### src/rtl/hz_pkg.sv
package hz_pkg;
  typedef enum logic [1:0] {
    SEL_REGFILE = 2'b00,
    SEL_WB      = 2'b01,
    SEL_MEM     = 2'b10
  } fwd_sel_e;
endpackage

### src/rtl/hz_fwd_sel.sv
module hz_fwd_sel
  import hz_pkg::*;
#(
  parameter int AW = 5
) (
  input  logic [AW-1:0] src,
  input  logic [AW-1:0] mem_rd,
  input  logic          mem_we,
  input  logic [AW-1:0] wb_rd,
  input  logic          wb_we,
  output logic [1:0]    sel
);
  logic     src_nz;
  logic     hit_mem;
  logic     hit_wb;
  fwd_sel_e choice;

  always_comb begin
    src_nz  = (src != '0);
    hit_mem = src_nz && mem_we && (mem_rd == src);
    hit_wb  = src_nz && wb_we && (wb_rd == src);
    // the younger producer sits in EX/MEM and takes priority
    if (hit_mem)     choice = SEL_MEM;
    else if (hit_wb) choice = SEL_WB;
    else             choice = SEL_REGFILE;
    sel = choice;
  end
endmodule

### src/rtl/hz_load_use.sv
module hz_load_use #(
  parameter int AW = 5
) (
  input  logic [AW-1:0] id_rs1,
  input  logic [AW-1:0] id_rs2,
  input  logic          id_use_rs1,
  input  logic          id_use_rs2,
  input  logic [AW-1:0] ex_rd,
  input  logic          ex_mem_read,
  input  logic          ex_reg_write,
  output logic          stall
);
  logic is_load;
  logic dep1;
  logic dep2;

  always_comb begin
    is_load = ex_mem_read && ex_reg_write && (ex_rd != '0);
    dep1    = id_use_rs1 && (id_rs1 == ex_rd);
    dep2    = id_use_rs2 && (id_rs2 == ex_rd);
    stall   = is_load && (dep1 || dep2);
  end
endmodule

### src/rtl/hz_regfile.sv
module hz_regfile #(
  parameter int NREGS = 32,
  parameter int XLEN  = 32,
  parameter int NRD   = 2,
  localparam int AW   = $clog2(NREGS)
) (
  input  logic                     clk,
  input  logic                     rst_n,
  input  logic [AW-1:0]            wr_addr,
  input  logic                     wr_en,
  input  logic [XLEN-1:0]          wr_data,
  input  logic [NRD-1:0][AW-1:0]   rd_addr,
  output logic [NRD-1:0][XLEN-1:0] rd_data
);
  logic [XLEN-1:0] regs [NREGS];
  logic            wr_ok;

  always_comb wr_ok = wr_en && (wr_addr != '0);

  always_ff @(posedge clk or negedge rst_n) begin
    if (!rst_n) begin
      for (int i = 0; i < NREGS; i++) regs[i] <= '0;
    end else if (wr_ok) begin
      regs[wr_addr] <= wr_data;
    end
  end

  for (genvar p = 0; p < NRD; p++) begin : g_rd
    always_comb begin
      if (rd_addr[p] == '0)
        rd_data[p] = '0;
      else if (wr_ok && (wr_addr == rd_addr[p]))
        rd_data[p] = wr_data;
      else
        rd_data[p] = regs[rd_addr[p]];
    end
  end
endmodule

### src/rtl/pipe_hazard_ctrl.sv
module pipe_hazard_ctrl #(
  parameter int NREGS = 32,
  parameter int XLEN  = 32,
  localparam int AW   = $clog2(NREGS)
) (
  input  logic            clk,
  input  logic            rst_n,
  input  logic [AW-1:0]   id_rs1,
  input  logic [AW-1:0]   id_rs2,
  input  logic            id_use_rs1,
  input  logic            id_use_rs2,
  input  logic [AW-1:0]   ex_rs1,
  input  logic [AW-1:0]   ex_rs2,
  input  logic [AW-1:0]   ex_rd,
  input  logic            ex_mem_read,
  input  logic            ex_reg_write,
  input  logic [AW-1:0]   mem_rd,
  input  logic            mem_reg_write,
  input  logic [AW-1:0]   wb_rd,
  input  logic            wb_reg_write,
  input  logic [XLEN-1:0] wb_data,
  output logic [1:0]      fwd_a_sel,
  output logic [1:0]      fwd_b_sel,
  output logic            pc_hold,
  output logic            ifid_hold,
  output logic            idex_bubble,
  output logic [XLEN-1:0] rd_data1,
  output logic [XLEN-1:0] rd_data2
);
  localparam int NOPS = 2;

  // reset: asserted asynchronously, released on a clock edge
  logic rst_meta_n;
  logic rst_sync_n;
  always_ff @(posedge clk or negedge rst_n) begin
    if (!rst_n) begin
      rst_meta_n <= 1'b0;
      rst_sync_n <= 1'b0;
    end else begin
      rst_meta_n <= 1'b1;
      rst_sync_n <= rst_meta_n;
    end
  end

  logic [NOPS-1:0][AW-1:0] ex_src;
  logic [NOPS-1:0][1:0]    sel;
  logic [NOPS-1:0][AW-1:0] rf_addr;
  logic [NOPS-1:0][XLEN-1:0] rf_data;
  logic                    lu_stall;

  always_comb begin
    ex_src[0]  = ex_rs1;
    ex_src[1]  = ex_rs2;
    rf_addr[0] = id_rs1;
    rf_addr[1] = id_rs2;
  end

  for (genvar k = 0; k < NOPS; k++) begin : g_op
    hz_fwd_sel #(.AW(AW)) u_fwd (
      .src    (ex_src[k]),
      .mem_rd (mem_rd),
      .mem_we (mem_reg_write),
      .wb_rd  (wb_rd),
      .wb_we  (wb_reg_write),
      .sel    (sel[k])
    );
  end

  hz_load_use #(.AW(AW)) u_lu (
    .id_rs1       (id_rs1),
    .id_rs2       (id_rs2),
    .id_use_rs1   (id_use_rs1),
    .id_use_rs2   (id_use_rs2),
    .ex_rd        (ex_rd),
    .ex_mem_read  (ex_mem_read),
    .ex_reg_write (ex_reg_write),
    .stall        (lu_stall)
  );

  hz_regfile #(.NREGS(NREGS), .XLEN(XLEN), .NRD(NOPS)) u_rf (
    .clk     (clk),
    .rst_n   (rst_sync_n),
    .wr_addr (wb_rd),
    .wr_en   (wb_reg_write),
    .wr_data (wb_data),
    .rd_addr (rf_addr),
    .rd_data (rf_data)
  );

  always_comb begin
    fwd_a_sel   = sel[0];
    fwd_b_sel   = sel[1];
    pc_hold     = lu_stall;
    ifid_hold   = lu_stall;
    idex_bubble = lu_stall;
    rd_data1    = rf_data[0];
    rd_data2    = rf_data[1];
  end
endmodule

### config.mk
export PLATFORM = sky130hd
export DESIGN_NAME = pipe_hazard_ctrl
export DESIGN_NICKNAME = d
export VERILOG_FILES = /design/src/rtl/hz_pkg.sv /design/src/rtl/hz_fwd_sel.sv /design/src/rtl/hz_load_use.sv /design/src/rtl/hz_regfile.sv /design/src/rtl/pipe_hazard_ctrl.sv
export SDC_FILE = /design/constraint.sdc
export NUM_CORES = 2
export LEC_CHECK = 0
export BUFFER_PORTS_ARGS = -buffer_cell sky130_fd_sc_hd__buf_2
export CORE_AREA = 5 5 408 410
export DETAILED_ROUTE_END_ITERATION = 6
export DIE_AREA = 0 0 413 415
export SYNTH_ARGS = -nofsm -noshare
export SYNTH_HDL_FRONTEND = slang
export SYNTH_HIERARCHICAL = 1
export SYNTH_SLANG_ARGS = --single-unit
### constraint.sdc
create_clock -name clk -period 29.2 [get_ports clk]
set_clock_uncertainty 0.15 [all_clocks]
set_input_delay 2.92 -clock clk [delete_from_list [all_inputs] [get_ports clk]]
set_output_delay 2.92 -clock clk [all_outputs]
set_load 0.005 [all_outputs]
==> results.rst <==
.. list-table::
   :header-rows: 1

   * - Metric
     - Value
   * - Clock tree from TritonCTS
     - done
   * - Number of endpoints failing setup at the final stage
     - 0
   * - # nets final
     - 3979
   * - Count of cells resized by post-cts repair
     - 0
   * - Vias per std cell
     - 6.12
   * - Largest net degree at the start of global routing
     - 163
   * - Result of the run
     - finished clean
   * - Top FF cell, synth
     - dfrtp_1
   * - Dominant cells by area after synthesis
     - dfrtp_1, mux2_2, mux4_2, mux2i_1, clkbuf_1
   * - Multiplexer share of the synthesized area
     - 40.8%
   * - Main combinational cell family by area after synthesis
     - multiplexers
   * - WHS
     - 0.200 ns
   * - Final critical path time including I/O delays and setup
     - 10.42 ns
   * - Root Buffer Master
     - clkbuf_16
   * - Max_cap viols
     - 0
   * - Sequential area share after synthesis
     - 45.4%
   * - Count of port buffers added during placement
     - 145
   * - Total congestion overflow after global routing
     - 0
   * - Cell leakage power
     - 0.0268 µW
   * - Antenna violations before repair
     - 11
   * - Clock Tree Buf Depth
     - 3
   * - Weighted congestion reported at the end of routability-driven placement
     - 0.818
   * - Min-Delay Path Class
     - register to register
   * - Number of warning messages in the yosys log
     - 6
   * - Area share of and/or/nand/nor cells after synthesis
     - 3.20%
   * - Net count after synthesis
     - 4064
   * - Capturing point of the worst reg2reg path
     - u_rf/regs[58]$_DFFE_PN0P_
   * - Synth area leader
     - dfrtp_1
   * - FF+latch count, synth
     - 1026
   * - Max Fclk
     - 96.0 MHz
   * - Y dimension of the die
     - 415 µm
   * - CTS Hold Buffers Added
     - 0
   * - Final WL
     - 200000 µm
   * - Via count of the routed design
     - 37.8k
   * - Final-report max-slew violation count
     - 0
   * - Number of instances in the synthesized netlist
     - 3989
   * - End point of the most critical hold path
     - rst_sync_n$_DFF_PN0_
   * - Cell Chain, Critical Path
     - buf_6, clkinv_1, nand2_2, buf_4, o22ai_1, a2111oi_2, a21oi_1, a211oi_1, buf_2
   * - Final HPWL from detailed placement
     - 114000 µm
   * - Cell depth of the worst flop-to-flop path
     - 4
   * - Synth unique cells
     - 78
   * - Global router's overall resource usage
     - 23.0%
   * - Global-route wire length before repair
     - 289000 µm
   * - Area taken by multi-input logic gates
     - 0.0286 mm²
   * - Count of flip-flops with a built-in enable after synthesis
     - 0
   * - Number of clock buffers inserted by TritonCTS
     - 110
   * - Starting DRT DRC Count
     - 3889
   * - Final TNS setup
     - 0 ns
   * - Antenna viol nets, final
     - 0
   * - H-tree levels
     - 3
   * - Critical Path RT
     - 26.13 ns
   * - Detail-routed net length per standard cell
     - 32.4 µm
   * - Maximum VDD drop
     - 48.7 µV
   * - Top-area cell type share of the netlist area
     - 45.4%
   * - Number of fillers in the final layout
     - 15.3k
   * - Synthesized-area fraction occupied by xor and xnor cells
     - 0.620%
   * - Maximum fanout encountered on the critical timing path
     - 45
   * - Die Area
     - 0.171 mm²
   * - Clock input transition at the sequential cells of the worst setup and hold paths
     - 0.06 ns
   * - Syn avg cell area
     - 14.2 µm²
   * - Number of detailed-route iterations in the first pass
     - 5
   * - Chip Width
     - 413 µm
   * - Power density relative to cell area
     - 67.3 mW/mm²
   * - Synth async-reset ratio
     - 100%
   * - Count of pins on the block boundary
     - 146
   * - Cell area after technology mapping
     - 0.0565 mm²
   * - Adder-cell share of the synthesized area
     - 0%
   * - Final critical-path share of the clock period
     - 35.7%
   * - Critical path data arrival time
     - 7.35 ns
   * - CP peak stage delay
     - 1.00 ns
   * - Buffer count from post-CTS setup fixing
     - 0
   * - Number of failing hold endpoints at the final stage
     - 0
   * - Relative slew slack
     - 16.2%
   * - Vias in the first global route
     - 38.6k
   * - Area added between synthesis and finish
     - 10.1%
   * - Kind of critical path
     - input port to output pin
   * - Clock latency on the worst-skew pair
     - 0.71 ns
   * - Worst R2R Start
     - rst_sync_n$_DFF_PN0_
   * - DRC
     - 0
   * - Crit. End Element
     - output pin
   * - Worst-path cell with the longest stage delay
     - clkinv_1
   * - RSZ-0062 raised after global routing
     - false
   * - Core area
     - 0.162 mm²
   * - Reg area
     - 0.0257 mm²
   * - Worst hold start
     - rst_meta_n$_DFF_PN0_
   * - Register-to-register path setup slack
     - 24.59 ns
   * - Post-synthesis compound-gate area fraction
     - 5.44%
   * - Hold path depth
     - 0
   * - Slew at the pin closest to its max-slew limit
     - 1.25 ns
   * - Share of final-layout standard cells stronger than drive strength 1
     - 47.1%
   * - # rows
     - 148
   * - Effective utilization at floorplan
     - 34.9%
   * - Setup crit start kind
     - input port
   * - TritonCTS sink count
     - 1026
[per-stage QoR]
stage          total power (µW)  worst slack, ns  instances  instance area (µm²)  util (%)
2_1_floorplan              2520            12.41       3989                56500         -
3_3_place_gp               2740            18.68       5967                58600      36.1
3_5_place_dp               2770            18.62       5967                58600      36.1
4_1_cts                    4200            18.62       6170                62200      38.4
5_1_grt                    4360            18.45       6170                62200      38.4
6_report                   4180            18.78       6172                62200      38.4
[registers in the layout, summed over array words and instances, names as in the netlist]
name	flops
rst_sync_n	1
rst_meta_n	1
u_rf/regs	1024
[cell type report]
| class | instances | share of cell area [%] |
|---|---|---|
| antenna | 2 | 0.00804 |
| clock buffer | 166 | 5.18 |
| clock inverter | 37 | 0.678 |
| inverter | 5 | 0.0302 |
| multi-input combinational | 2516 | 45.9 |
| sequential | 1026 | 41.3 |
| tap | 2175 | 4.37 |
| timing repair buffer | 245 | 2.54 |
[per-layer routing]
layer | vias to the layer above | wire length [µm] | share of wire, % | GRT usage, %
li1 | 15177 | - | - | -
met2 | 1739 | 93400 | 47 | 36.3
met5 | - | 13 | 0.0065 | 0
met4 | 2 | 9180 | 4.6 | 9.56
met1 | 20460 | 82500 | 41 | 31.0
met3 | 419 | 15100 | 7.5 | 4.44
[power by group]
part	internal [µW]	switching, µW
clock	816	613
sequential	1690	202
combinational	487	374
[worst max-delay path: cells and delay by family]
kind / cells / cell delay (ns)
buffers and inverters: 4 / 2.26
AOI/OAI and AO/OA: 4 / 1.40
and+or+nand+nor: 1 / 0.71
[worst max-delay path by stage]
stage	startpoint	slack, ns	cells after the start	end
final	id_rs2[1]	18.78	9	rd_data2[14]
after global routing	id_rs2[0]	18.45	11	rd_data2[8]
after CTS	id_rs2[0]	18.62	9	rd_data2[4]
after detailed placement	id_rs2[0]	18.62	9	rd_data2[4]
after global placement	id_rs2[0]	18.68	9	rd_data2[4]
after floorplan	rst_sync_n$_DFF_PN0_	12.41	0	u_rf/regs[0]$_DFFE_PN0P_
[cells in the mapped netlist, drive strengths merged (2+ instances only)]
cell     instances
nor4            15
a221oi          71
or2              8
o22ai           58
inv              3
o311ai           3
xor2            19
nand4            2
a31oi            3
nand2b           9
nand2           52
nor3b           10
o21ai           63
or3b             4
and3             4
mux2i          332
a32oi            8
nor3            75
a2111oi          3
a211o            7
clkbuf         212
a21oi           53
nor2            91
and2             7
dfrtp         1026
clkinv           2
a22oi           52
nand3b           7
a211oi          33
o22a             2
xnor2           21
o221ai           5
buf            230
nand3           23
or4              5
a221o           31
mux4           366
nor2b           17
and3b            4
a21o             2
o211ai           7
a22o            14
mux2          1019
[kinds of logic (layout without fill, tap and decap cells)]
kind of cell | after synthesis | after routing
other | 1 | 3
xor gates and xnor gates | 40 | 40
buffers and inverters | 447 | 453
AOI/OAI and AO/OA | 423 | 423
muxes | 1717 | 1717
and+or+nand+nor | 335 | 335
DFF | 1026 | 1026
[layout by cell type, fill, tap and decap left out, types with 7 or more instances in the layout]
cell type	n
dfrtp_1	1025
mux2_2	1019
mux4_2	361
mux2i_1	332
buf_2	138
clkbuf_16	112
buf_4	97
nor2_1	72
a221oi_1	69
nor3_1	59
o22ai_1	58
a21oi_1	53
a22oi_1	52
o21ai_0	50
nand2_1	34
clkbuf_1	32
a221o_1	31
a211oi_1	31
clkbuf_8	24
nand3_1	23
xnor2_1	21
clkinv_2	19
xor2_1	19
nor2_4	18
nor3_2	15
nand2_2	15
a22o_1	14
o21ai_1	13
nor2b_1	12
nor4_1	11
nand2b_1	9
a32oi_1	8
nand3b_1	7
a211o_1	7
Power figures use the tool's default switching activity.
